[src/rtl/irqh_pkg.sv]
package irqh_pkg;
  localparam int EXT_N   = 4;
  localparam int MAIN_N  = 17;
  localparam int MAININ_W = MAIN_N - 4;
  localparam int CODE_W  = 5;

  typedef enum logic [2:0] {
    SEL_CTRL   = 3'd0,
    SEL_PMASK  = 3'd1,
    SEL_MMASK  = 3'd2,
    SEL_STATUS = 3'd3,
    SEL_DPEND  = 3'd4,
    SEL_DMASK  = 3'd5
  } regSel_e;

  typedef struct packed {
    logic wrCtrl;
    logic wrPMask;
    logic wrMMask;
    logic wrStatus;
    logic wrDPend;
    logic wrDMask;
    logic rdEn;
  } regStrobe_t;
endpackage

[src/rtl/irqh_prienc.sv]
module irqh_prienc #(
  parameter int W  = 8,
  parameter int IW = 3
) (
  input  logic [W-1:0]  vec,
  output logic          any,
  output logic [IW-1:0] idx
);
  always_comb begin
    idx = '0;
    for (int i = W - 1; i >= 0; i--) begin
      if (vec[i]) idx = IW'(i);
    end
    any = |vec;
  end
endmodule

[src/rtl/irqh_regctl.sv]
module irqh_regctl
  import irqh_pkg::*;
(
  input  logic       busSel,
  input  logic       busWr,
  input  logic [2:0] busAddr,
  output regStrobe_t strb,
  output regSel_e    rdSel
);
  always_comb begin
    strb = '0;
    rdSel = regSel_e'(busAddr);
    strb.rdEn = busSel & ~busWr;
    if (busSel && busWr) begin
      case (busAddr)
        3'd0: strb.wrCtrl = 1'b1;
        3'd1: strb.wrPMask = 1'b1;
        3'd2: strb.wrMMask = 1'b1;
        3'd3: strb.wrStatus = 1'b1;
        3'd4: strb.wrDPend = 1'b1;
        3'd5: strb.wrDMask = 1'b1;
        default: ;
      endcase
    end
  end
endmodule

[src/rtl/irqh_datapath.sv]
module irqh_datapath
  import irqh_pkg::*;
#(
  parameter int NPER   = 24,
  parameter int PER_HI = 4,
  parameter int DMA_N  = 32
) (
  input  logic                clk,
  input  logic                rstN,
  input  regStrobe_t          strb,
  input  regSel_e             rdSel,
  input  logic [31:0]         busWdata,
  output logic [31:0]         busRdata,
  input  logic [EXT_N-1:0]    extPin,
  input  logic [1:0]          critIn,
  input  logic [MAININ_W-1:0] mainIn,
  input  logic [NPER-1:1]     periphIn,
  input  logic [DMA_N-1:0]    dmaReq,
  output logic                irqCrit,
  output logic                irqNorm
);
  localparam logic [31:0] CTRL_WMASK = 32'h00FF_1F01;

  logic [31:0]       ctrlReg;
  logic [31:0]       perMask;
  logic [MAIN_N-1:0] mainMask;
  logic [DMA_N-1:0]  dmaPend, dmaMask;
  logic [EXT_N-1:0]  sync1, sync2, sync3, extReq, extPend;
  logic [1:0]        critLatch, ackClr;
  logic              dmaAny, perHi, perLo;
  logic [NPER-1:0]   perRaw, perActive;
  logic [MAIN_N-1:0] mainVec;
  logic [3:0]        critVec;
  logic              critPend, mainPend, perPend;
  logic [1:0]        critCode;
  logic [CODE_W-1:0] mainCode, perCode;
  logic [31:0]       statusWord;

  // configuration registers
  always_ff @(posedge clk or negedge rstN) begin
    if (!rstN) begin
      ctrlReg  <= '0;
      perMask  <= '1;
      mainMask <= '1;
      dmaMask  <= '1;
    end else begin
      if (strb.wrCtrl)  ctrlReg  <= busWdata & CTRL_WMASK;
      if (strb.wrPMask) perMask  <= busWdata;
      if (strb.wrMMask) mainMask <= busWdata[MAIN_N-1:0];
      if (strb.wrDMask) dmaMask  <= busWdata[DMA_N-1:0];
    end
  end

  // external lines: synchronizer and sense logic
  always_ff @(posedge clk or negedge rstN) begin
    if (!rstN) begin
      sync1 <= '0;
      sync2 <= '0;
      sync3 <= '0;
    end else begin
      sync1 <= extPin;
      sync2 <= sync1;
      sync3 <= sync2;
    end
  end

  for (genvar n = 0; n < EXT_N; n++) begin : g_ext
    logic [1:0] sense;
    logic       clrHit;
    assign sense  = ctrlReg[23-2*n -: 2];
    assign clrHit = strb.wrCtrl & busWdata[27-n];
    always_ff @(posedge clk or negedge rstN) begin
      if (!rstN) extReq[n] <= 1'b0;
      else begin
        case (sense)
          2'b00: extReq[n] <= sync2[n];
          2'b11: extReq[n] <= ~sync2[n];
          2'b01: extReq[n] <= (sync2[n] & ~sync3[n]) | (extReq[n] & ~clrHit);
          default: extReq[n] <= (~sync2[n] & sync3[n]) | (extReq[n] & ~clrHit);
        endcase
      end
    end
    assign extPend[n] = extReq[n] & ctrlReg[12] & ctrlReg[11-n];


    edge_hold_chk: assert property (@(posedge clk) disable iff (!rstN)
      ((sense[0] ^ sense[1]) && extReq[n] && !strb.wrCtrl) |=> extReq[n]);
  end

  // DMA bank and critical latches
  always_ff @(posedge clk or negedge rstN) begin
    if (!rstN) begin
      dmaPend   <= '0;
      critLatch <= '0;
    end else begin
      dmaPend   <= dmaReq | (dmaPend & ~(strb.wrDPend ? busWdata[DMA_N-1:0] : '0));
      critLatch <= critIn | (critLatch & ~ackClr);
    end
  end
  assign dmaAny = |(dmaPend & ~dmaMask);

  // class source vectors
  always_comb begin
    perRaw = {periphIn, dmaAny};
    for (int k = 0; k < NPER; k++) perActive[k] = perRaw[k] & ~perMask[31-k];
    perHi = |perActive[PER_HI-1:0];
    perLo = |perActive[NPER-1:PER_HI];

    mainVec[0] = mainIn[0] & ~mainMask[16];
    for (int k = 1; k < 4; k++) mainVec[k] = extPend[k];
    mainVec[4] = perLo;
    for (int k = 5; k < MAIN_N; k++) mainVec[k] = mainIn[k-4] & ~mainMask[16-k];

    critVec = {critLatch[1], perHi, critLatch[0], extPend[0]};
  end

  irqh_prienc #(.W(4), .IW(2)) u_critEnc (.vec(critVec), .any(critPend), .idx(critCode));
  irqh_prienc #(.W(MAIN_N), .IW(CODE_W)) u_mainEnc (.vec(mainVec), .any(mainPend), .idx(mainCode));
  irqh_prienc #(.W(NPER), .IW(CODE_W)) u_perEnc (.vec(perActive), .any(perPend), .idx(perCode));

  always_comb begin
    ackClr[0] = strb.wrStatus & busWdata[10] & critPend & (critCode == 2'd1);
    ackClr[1] = strb.wrStatus & busWdata[10] & critPend & (critCode == 2'd3);
    statusWord = '0;
    statusWord[29]    = perPend;
    statusWord[28:24] = perCode;
    statusWord[21]    = mainPend;
    statusWord[20:16] = mainCode;
    statusWord[10]    = critPend;
    statusWord[9:8]   = critCode;
  end

  // CPU outputs
  always_ff @(posedge clk or negedge rstN) begin
    if (!rstN) begin
      irqCrit <= 1'b0;
      irqNorm <= 1'b0;
    end else begin
      irqCrit <= critPend & ctrlReg[0];
      irqNorm <= mainPend | perPend;
    end
  end

  // read mux
  always_comb begin
    busRdata = '0;
    if (strb.rdEn) begin
      case (rdSel)
        SEL_CTRL:   busRdata = ctrlReg;
        SEL_PMASK:  busRdata = perMask;
        SEL_MMASK:  busRdata = 32'(mainMask);
        SEL_STATUS: busRdata = statusWord;
        SEL_DPEND:  busRdata = 32'(dmaPend);
        SEL_DMASK:  busRdata = 32'(dmaMask);
        default:    busRdata = '0;
      endcase
    end
  end


  crit_route_chk: assert property (@(posedge clk) disable iff (!rstN)
    !ctrlReg[0] |=> !irqCrit);

  norm_idle_chk: assert property (@(posedge clk) disable iff (!rstN)
    !(mainPend || perPend) |=> !irqNorm);

  dma_clear_chk: assert property (@(posedge clk) disable iff (!rstN)
    strb.wrDPend |=> ((dmaPend & $past(busWdata[DMA_N-1:0] & ~dmaReq)) == '0));

  hi_redirect_chk: assert property (@(posedge clk) disable iff (!rstN)
    (critPend && critCode == 2'd2) |-> (perPend && (32'(perCode) < PER_HI)));

  main_mask_chk: assert property (@(posedge clk) disable iff (!rstN)
    (mainPend && (mainCode >= 5'd5 || mainCode == 5'd0)) |-> !mainMask[5'd16 - mainCode]);
endmodule

[src/rtl/irq_cascade_ctrl.sv]
module irq_cascade_ctrl
  import irqh_pkg::*;
#(
  parameter int NPER   = 24,
  parameter int PER_HI = 4,
  parameter int DMA_N  = 32
) (
  input  logic                clk,
  input  logic                rstN,
  input  logic                busSel,
  input  logic                busWr,
  input  logic [2:0]          busAddr,
  input  logic [31:0]         busWdata,
  output logic [31:0]         busRdata,
  input  logic [EXT_N-1:0]    extPin,
  input  logic [1:0]          critIn,
  input  logic [MAININ_W-1:0] mainIn,
  input  logic [NPER-1:1]     periphIn,
  input  logic [DMA_N-1:0]    dmaReq,
  output logic                irqCrit,
  output logic                irqNorm
);
  regStrobe_t strb;
  regSel_e    rdSel;

  irqh_regctl u_ctl (
    .busSel(busSel), .busWr(busWr), .busAddr(busAddr),
    .strb(strb), .rdSel(rdSel)
  );

  irqh_datapath #(.NPER(NPER), .PER_HI(PER_HI), .DMA_N(DMA_N)) u_dp (
    .clk(clk), .rstN(rstN), .strb(strb), .rdSel(rdSel),
    .busWdata(busWdata), .busRdata(busRdata),
    .extPin(extPin), .critIn(critIn), .mainIn(mainIn),
    .periphIn(periphIn), .dmaReq(dmaReq),
    .irqCrit(irqCrit), .irqNorm(irqNorm)
  );
endmodule

[config.mk]
export PLATFORM = sky130hd
export DESIGN_NAME = irq_cascade_ctrl
export DESIGN_NICKNAME = d
export VERILOG_FILES = /design/src/rtl/irqh_pkg.sv /design/src/rtl/irqh_prienc.sv /design/src/rtl/irqh_regctl.sv /design/src/rtl/irqh_datapath.sv /design/src/rtl/irq_cascade_ctrl.sv
export SDC_FILE = /design/constraint.sdc
export NUM_CORES = 1
export LEC_CHECK = 0
export ABC_AREA = 1
export CELL_PAD_IN_SITES_DETAIL_PLACEMENT = 1
export CELL_PAD_IN_SITES_GLOBAL_PLACEMENT = 1
export CORE_UTILIZATION = 25
export DETAILED_ROUTE_END_ITERATION = 10
export GPL_ROUTABILITY_DRIVEN = 0
export GPL_TIMING_DRIVEN = 0
export PLACE_DENSITY_LB_ADDON = 0.1
export SYNTH_ARGS = -nofsm -noshare
export SYNTH_HDL_FRONTEND = slang
export SYNTH_HIERARCHICAL = 1
export SYNTH_SLANG_ARGS = --single-unit
[constraint.sdc]
create_clock -name clk -period 2.4 [get_ports clk]
set_clock_uncertainty 0.2 [all_clocks]
set_input_delay 0.24 -clock clk [delete_from_list [all_inputs] [get_ports clk]]
set_output_delay 0.24 -clock clk [all_outputs]
set_load 0.02 [all_outputs]
==> results.toml, run 1 <==
[status]
status = "complete, but fails checks"
violations = "negative setup slack"

[clock_network]
cts_max_path_buffers = 2
cts.clk_slew.worst_paths_ns = 0.08
cts-root-buf = "clkbuf_16"
cts_tree = "yes"
numCtsBuffers = 17
clk-insertion-delay-late_ns = 0.44
htree_levels = 4
cts.sinks = 147

[synthesis]
synth.distinct_cells = 36
synth_top_cells_by_count = "nand2_1, inv_1, nor2_1"
synth.yosys.seq_area_share_pct = 46.95
ys_seq_elements = 147
async_flop_share_pct = 100.0
synthTopCellsByArea = "dfstp_2, dfrtp_1, nand2_1"
ys.flop_type = "dfstp_2"
synth_area_leader_cell = "dfstp_2"
synth_warnings = 6
syn-cell-area_um2 = 8051
synth_enable_flop_cells = 0
synth_top_cell_area_share_pct = 26.43
yosysMostFrequentCell = "nand2_1"
syn-num-nets = 1212
syn_area_per_cell_um2 = 7.407
synthCells = 1087

[floorplan]
row_count = 65
start_util_pct = 25.45
die_h_um = 181.5
core-area_um2 = 31640
die_area_um2 = 32930
io_pins = 147
fp.dieW_um = 181.5

[cells_and_area]
diodes = 0
area_growth_pct = 40.50
finalNetCount = 1414
fin_util_pct = 35.76
drive_above_1_share_pct = 26.19

[detailed_routing]
vias_per_cell = 4.578
drtIter0Drc = 347
detail-route-antenna-nets = 0
vias = 7801
drtPass1Iterations = 4
wl_um = 33700
post-route-drc-count = 0
wl_per_cell_um = 19.78

[sta]
layout_min_cycle_time_ns = 3.279
post-route-period-util_pct = 136.6
hold_ws_ns = 0.03739
worst_pin_slew_ns = 0.7873
hold_viol_final = 0
fin_tns_setup_ns = -12.23
slew_headroom_pct = 47.52
setup_viol = 18
fmax_ghz = 0.3050
rsz0062_at_grt = "true"
setup_slack_ns = -0.8791
slew_viol_final = 0

[worst_setup_path]
cp.arrival_ns = 2.84
worstRegToRegCells = 16
critPathLaunch = "u_dp/dmaMask[24]$_DFFE_PN1P_"
worstPathRequired_ns = 1.96
cp_max_fo = 3
r2r-start = "u_dp/perMask[8]$_DFFE_PN1P_"
cp-end-kind = "output pin"
r2r-end = "u_dp/irqNorm$_DFF_PN0_"
crit_end = "busRdata[29]"
start_kind = "register"
rrSetupSlack_ns = -0.60
worstSetupPathType = "register to output pin"

[placed_design]
dp_slack_ns = -1.195
place_hpwl_um = 24720
portBuffers = 146

[global_routing]
grt_max_degree = 108
antenna_found_initial = 0
grt_use_total_pct = 21.20
grt_pass1_wl_um = 51240
first_global_vias = 8314
grt_overflow = 0

[worst_hold_path]
hp-class = "input port to register"
min-delay-start = "extPin[0]"

[pwr]
p_leak_uw = 0.004913
ir_drop_mv = 0.4949
power.density_nw_per_um2 = 758.9

[flow_run]
cap_violations = 0
==> metal layers <==
layer	global-route usage (%)	up-vias	part of all wire, %
met5	0	-	0
li1	-	3795	-
met3	3.008	25	3.5
met2	35.71	137	48
met1	28.33	3844	47
met4	5.661	0	1.5
==> timing repair <==
item | in CTS | in global routing
pin swaps | 43 | 36
cloned | 0 | 0
setup buffers | 26 | 11
hold endpoints to repair | 73 | 0
hold buffers | 1 | 0
gates resized for setup | 230 | 89
setup endpoints to repair | 35 | 45
==> sequential cells by signal, summed over array words and instances, names as in the netlist <==
| name | flops |
|---|---|
| u_dp/dmaPend | 32 |
| u_dp/dmaMask | 32 |
| u_dp/irqCrit | 1 |
| u_dp/sync3 | 4 |
| u_dp/critLatch | 2 |
| u_dp/mainMask | 17 |
| u_dp/irqNorm | 1 |
| u_dp/sync2 | 4 |
| u_dp/ctrlReg | 14 |
| u_dp/sync1 | 4 |
| u_dp/perMask | 32 |
| u_dp/extReq | 4 |
==> final cells by class <==
type / count / area, um^2
Fill cell: 3781 / 20320
Sequential cell: 147 / 3780
Multi-Input combinational cell: 701 / 3680
Timing Repair Buffer: 183 / 1724
Inverter: 198 / 752.0
Tap cell: 402 / 503.0
Clock buffer: 17 / 425.4
Buffer: 41 / 254.0
Clock inverter: 15 / 193.9
==> logic make-up (layout without fill, tap and decap cells) <==
group / after synthesis / after routing / synth area share (%)
DFF: 147 / 147 / 46.95
adders and majority gates: 12 / 12 / 1.865
buffers and inverters: 239 / 454 / 11.65
AOI/OAI and AO/OA: 225 / 225 / 16.53
muxes: 3 / 3 / 0.4196
and+or+nand+nor: 461 / 461 / 22.58
==> stage by stage <==
step | total power, uW | cells | instance area, um^2
detailed placement | 5373 | 1636 | 10050
floorplan | 4482 | 1087 | 8056
finish | 8585 | 1704 | 11310
global placement | 5330 | 1635 | 10020
global route | 9086 | 1704 | 11310
CTS | 8517 | 1694 | 11070
==> report_power, final <==
part | internal (uW) | switching [uW] | total (uW)
Combinational | 894 | 1430 | 2330
Clock | 1590 | 1310 | 2900
Sequential | 3150 | 212 | 3360
==> cells in the final DEF (no fill, tap or decap), types with 27 or more instances in the layout <==
master,Yosys,layout
dfrtp_1,66,66
o22ai_1,30,27
nand2_2,1,39
buf_4,4,51
a21o_1,29,29
inv_2,6,42
o21ai_0,116,109
nand2_1,302,261
inv_1,192,153
clkdlybuf4s50_1,0,110
nor2_1,123,105
dfstp_2,81,81
==> worst min path at each step <==
stage / cells past startpoint / end / slack [ns]
floorplan: 0 / u_dp/critLatch[0]$_DFF_PN0_ / -0.26
global placement: 0 / u_dp/sync2[2]$_DFF_PN0_ / 0.14
detailed placement: 1 / u_dp/sync3[2]$_DFF_PN0_ / -0.04
CTS: 1 / u_dp/sync1[0]$_DFF_PN0_ / 0.03
global route: 1 / u_dp/sync1[3]$_DFF_PN0_ / 0.03
finish: 1 / u_dp/sync1[0]$_DFF_PN0_ / 0.04
==> worst max-delay path, cell delays in order, from the launching register on <==
cell and delay [ns]:
dfstp_2 0.53, inv_2 0.04, nand2_2 0.05, nand2_2 0.08
nor2_1 0.11, nand2_1 0.07, nor2_2 0.14, nand2_1 0.08
nand2_2 0.12, inv_2 0.06, nor4_2 0.15, inv_1 0.14
nor2_2 0.13, buf_4 0.14, nand3_4 0.08, o2bb2ai_4 0.17
nor2_2 0.12, nor2_1 0.05, buf_4 0.15
No activity file was read; power rests on OpenSTA's default activity.
==> run 2: changes to the inputs <==
ABC_CLOCK_PERIOD_IN_PS = 2400   (was default)
REMOVE_ABC_BUFFERS = 1   (was default)
==> run 2 against run 1 <==
The flow still finishes with violations (negative setup slack). Sequential power barely moved. Clock-buffer cell count rose by 2. Sequential cell count did not move.
==> results.toml, run 2 (synthesis gave the netlist of run 1 again) <==
[detailed_routing]
vias_per_cell = 4.501
wl_um = 29570
vias = 7458
drtPass1Iterations = 4
post-route-drc-count = 0
wl_per_cell_um = 17.84
drtIter0Drc = 265
detail-route-antenna-nets = 0

[pwr]
switching_power_uw = 2705
intPower_uw = 5746
power.density_nw_per_um2 = 759.3
seqPwrFrac_pct = 39.6
ir_drop_mv = 0.4889
p_sw_share_pct = 32.01
p_leak_uw = 0.004881
power_frac_clock_pct = 35.4
power_frac_comb_pct = 25.0

[placed_design]
portBuffers = 146
place_hpwl_um = 21020
post-place-cells = 1603

[cells_and_area]
largest_registers = "u_dp/dmaMask (32), u_dp/dmaPend (32), u_dp/perMask (32)"
multi_input_area_um2 = 3638
diodes = 0
final_cell_mix = "nand2_1, inv_1, clkdlybuf4s50_1, o21ai_0, nor2_1"
layout_commonest_cell = "nand2_1"
area_growth_pct = 38.24
fin_util_pct = 35.18
final-seq-area_um2 = 3780
instances_no_fill = 1657
drive_above_1_share_pct = 21.67
nFillCells = 3794
finalNetCount = 1367

[worst_setup_path]
path_cells = "inv_1, nand2_1, nand2_2, nor2_4, nand2_1, nor2_2, nand2_2, nand2_2, inv_2, nor4_1, inv_1, nor2_2, nand2_1, nor2_1, o2bb2ai_1, nor2_1, nor2_1, buf_4"
rrSetupSlack_ns = -0.08
critPathMaxStageDelay_ns = 0.52
cp-end-kind = "output pin"
cp.arrival_ns = 2.82
cp_max_fo = 3
r2r-start = "u_dp/dmaMask[18]$_DFFE_PN1P_"
cpMaxStageDelayCell = "dfstp_2"
critPathLaunch = "u_dp/dmaMask[18]$_DFFE_PN1P_"
cp.depth = 18
worstPathRequired_ns = 1.96
start_kind = "register"
crit_family = "simple AND/OR/NAND/NOR gates"
worstRegToRegCells = 14
worstSetupPathType = "register to output pin"
crit_end = "busRdata[28]"
worst-path-buf-inv = 4
r2r-end = "u_dp/irqNorm$_DFF_PN0_"

[floorplan]
die_h_um = 181.5
die_area_um2 = 32930
row_count = 65
fp.dieW_um = 181.5
core-area_um2 = 31640
io_pins = 147
start_util_pct = 25.45

[sta]
fmax_ghz = 0.3068
worst_pin_slew_ns = 0.8026
hold_viol_final = 0
post-route-period-util_pct = 135.8
slew_headroom_pct = 46.37
setup_viol = 16
slew_viol_final = 0
setup_slack_ns = -0.8589
rsz0062_at_grt = "true"
fin_tns_setup_ns = -10.62
layout_min_cycle_time_ns = 3.259

[clock_network]
cts_tree = "yes"
cts.sinks = 147
clk-insertion-delay-late_ns = 0.44
cts-root-buf = "clkbuf_16"
numCtsBuffers = 17
cts.clk_slew.worst_paths_ns = 0.07
cts_max_path_buffers = 2
htree_levels = 4

[flow_run]
cap_violations = 0

[global_routing]
first_global_vias = 8015
grt_use_total_pct = 18.92
antenna_found_initial = 0
grt_overflow = 0
grt_max_degree = 87
grt_pass1_wl_um = 46690

[status]
status = "complete, but fails checks"
violations = "negative setup slack"

[worst_hold_path]
min-delay-start = "extPin[3]"
hp-class = "input port to register"
## run 2: worst min-delay path by stage
stage	cells past startpoint	to	slack, ns
global placement	0	u_dp/sync2[0]$_DFF_PN0_	0.13
floorplan	0	u_dp/critLatch[0]$_DFF_PN0_	-0.26
finish	1	u_dp/sync1[3]$_DFF_PN0_	0.04
CTS	1	u_dp/sync1[0]$_DFF_PN0_	0.01
global route	1	u_dp/sync1[3]$_DFF_PN0_	0.03
detailed placement	1	u_dp/sync2[1]$_DFF_PN0_	0.03
## run 2: cell type report
| cell class | instances | share of cell area (%) |
|---|---|---|
| inverter | 198 | 6.958 |
| clock inverter | 13 | 1.787 |
| timing repair inverter | 1 | 0.1461 |
| sequential | 147 | 33.96 |
| clock buffer | 19 | 3.979 |
| timing repair buffer | 176 | 15.96 |
| tap | 402 | 4.519 |
| multi-input combinational | 701 | 32.69 |
## run 2: power groups by stage
stage	Clock (uW)	Sequential, uW	Combinational (uW)
global route	3160	3400	2410
detailed placement	0	3380	1950
global placement	0	3380	1890
CTS	3090	3350	2140
floorplan	0	3320	1150
finish	2990	3350	2120
## run 2: through the flow
stage,worst slack [ns],area (um^2),total power [uW],hold WS [ns]
after floorplan,-0.2930,7856,4466,-0.2556
after global placement,-6.002,9821,5271,0.1347
after detailed placement,-1.206,10070,5327,0.03219
after CTS,-0.9102,11090,8583,0.01400
after global routing,-1.186,11130,8977,0.02881
final,-0.8589,11130,8451,0.03924
## run 2: repair_timing
| item | 4_1_cts | 5_1_grt |
|---|---|---|
| cloned | 1 | 0 |
| endpoints found under the setup margin | 35 | 18 |
| hold endpoints to repair | 61 | 0 |
| resized for setup | 201 | 17 |
| pin swaps | 44 | 7 |
| hold buffers | 1 | 0 |
| setup buffers | 19 | 1 |
## run 2: per-layer routing
layer	global-route usage, %	vias to the layer above	wire length [um]	share of wire, %
li1	-	3695	-	-
met1	24.52	3613	13760	47
met2	32.65	125	14490	49
met3	2.768	25	856	2.9
met4	5.288	0	465	1.6
met5	0	-	0	0
==> run 3: changes to the inputs <==
CORE_UTILIZATION = 28   (was 25)
==> run 3 against run 2 <==
The run still ends with negative setup slack left. Non-clock buffer count up 9. Critical path depth increased by 8. Cell count down 0.91%. Largest power group unchanged. Highest routed layer unchanged.
==> results.toml, run 3 (synthesis gave the netlist of run 1 again) <==
[floorplan]
fp.dieW_um = 171.6
core-area_um2 = 28010
row_count = 61
io_pins = 147
die_area_um2 = 29440
die_h_um = 171.6
start_util_pct = 28.74

[clock_network]
cts.clk_slew.worst_paths_ns = 0.07
cts-root-buf = "clkbuf_16"
cts.sinks = 147
cts_max_path_buffers = 2
clk-insertion-delay-late_ns = 0.44
cts_tree = "yes"
htree_levels = 4
numCtsBuffers = 17

[cells_and_area]
diodes = 0
layout_commonest_cell = "nand2_1"
final_cell_mix = "nand2_1, inv_1, clkdlybuf4s50_1"
fin_util_pct = 39.70
drive_above_1_share_pct = 23.97
largest_registers = "u_dp/dmaMask (32), u_dp/dmaPend (32), u_dp/perMask (32)"
finalNetCount = 1376
instances_no_fill = 1642
area_growth_pct = 38.10

[sta]
post-route-period-util_pct = 139.0
slew_headroom_pct = 46.34
fmax_ghz = 0.2998
rsz0062_at_grt = "true"
worst_pin_slew_ns = 0.8029
hold_ws_ns = 0.04584
hold_viol_final = 0
fin_tns_setup_ns = -9.703
slew_viol_final = 0
layout_min_cycle_time_ns = 3.336
setup_slack_ns = -0.9361
setup_viol = 15

[detailed_routing]
drtIter0Drc = 278
vias = 7515
drtPass1Iterations = 4
detail-route-antenna-nets = 0
wl_um = 28760
post-route-drc-count = 0
vias_per_cell = 4.577
wl_per_cell_um = 17.52

[worst_setup_path]
cp.arrival_ns = 2.90
crit_family = "simple AND/OR/NAND/NOR gates"
worstPathRequired_ns = 1.96
cpMostUsedCell = "nand2_1"
worstSetupPathType = "register to output pin"
cp_max_fo = 3
worst-path-buf-inv = 4
critPathMaxStageDelay_ns = 0.52
cp-end-kind = "output pin"
cpMaxStageDelayCell = "dfstp_2"
start_kind = "register"

[global_routing]
antenna_found_initial = 0
grt_overflow = 0
grt_use_total_pct = 20.87
first_global_vias = 8079
grt_max_degree = 108
grt_pass1_wl_um = 45550

[pwr]
p_leak_uw = 0.004913
power.density_nw_per_um2 = 733.0
ir_drop_mv = 0.4573

[worst_hold_path]
hp-class = "input port to register"

[placed_design]
portBuffers = 146
post-place-cells = 1578
place_hpwl_um = 20150

[status]
violations = "negative setup slack"
status = "complete, but fails checks"

[flow_run]
cap_violations = 0
==> run 3: cell types whose count changed in the layout (fill, tap and decap cells not counted), sizes merged <==
cell           delta
clkdlybuf4s15     +1
bufinv            -4
clkinvlp          +2
buf              +10
clkbuf            -2
inv               +5
dlymetal6s2s      +3
dlygate4sd2       -5
clkinv            -1
==> run 3: worst paths after layout <==
kind,slack (ns),cells past startpoint,endpoint,startpoint
worst max-delay path,-0.94,26,busRdata[24],u_dp/perMask[13]$_DFFE_PN1P_
worst min register to register,0.15,0,u_dp/sync2[1]$_DFF_PN0_,u_dp/sync1[1]$_DFF_PN0_
worst min-delay path,0.05,1,u_dp/sync1[0]$_DFF_PN0_,extPin[0]
max in group asynchronous,1.00,3,u_dp/dmaPend[13]$_DFF_PN0_,rstN
min in group asynchronous,0.10,2,u_dp/dmaPend[24]$_DFF_PN0_,rstN
worst max register to register,0.11,16,u_dp/critLatch[1]$_DFF_PN0_,u_dp/dmaMask[7]$_DFFE_PN1P_
==> run 3: what timing repair did <==
action | CTS | global route
gates resized for setup | 217 | 33
endpoints found under the hold margin | 61 | 0
cloned | 1 | 0
pin swaps | 51 | 25
endpoints found under the setup margin | 35 | 22
setup buffers | 40 | 4
hold buffers | 1 | 0
==> run 3: routing by layer <==
layer,vias to the layer above,track usage [%],part of all wire (%)
li1,3713,-,-
met1,3663,27.38,47
met2,122,35.84,49
met3,17,2.899,3.0
met4,0,5.357,0.88
met5,-,0,0
==> run 3: layout make-up <==
class,count,area (um^2)
inverter,198,772.0
fill,3383,16890
timing repair buffer,185,1852
clock buffer,17,425.4
clock inverter,15,123.9
sequential,147,3780
timing repair inverter,1,8.758
multi-input combinational,701,3685
tap,378,473.0
==> run 3: where the power goes <==
group | switching [uW] | internal [uW] | total, uW | leakage, uW
Sequential | 209 | 3150 | 3360 | 0.00153
Clock | 1230 | 1350 | 2580 | 0.000261
Combinational | 1340 | 881 | 2220 | 0.00313
Total | 2770 | 5380 | 8150 | 0.00491
==> run 3: through the flow <==
step                total power, uW  setup slack (ns)  area, um^2
floorplan                      4466           -0.2930        7856
global placement               5254            -5.693        9791
finish                         8151           -0.9361       11120
CTS                            8303           -0.9403       11110
detailed placement             5318            -1.170       10010
global route                   8724            -1.241       11120
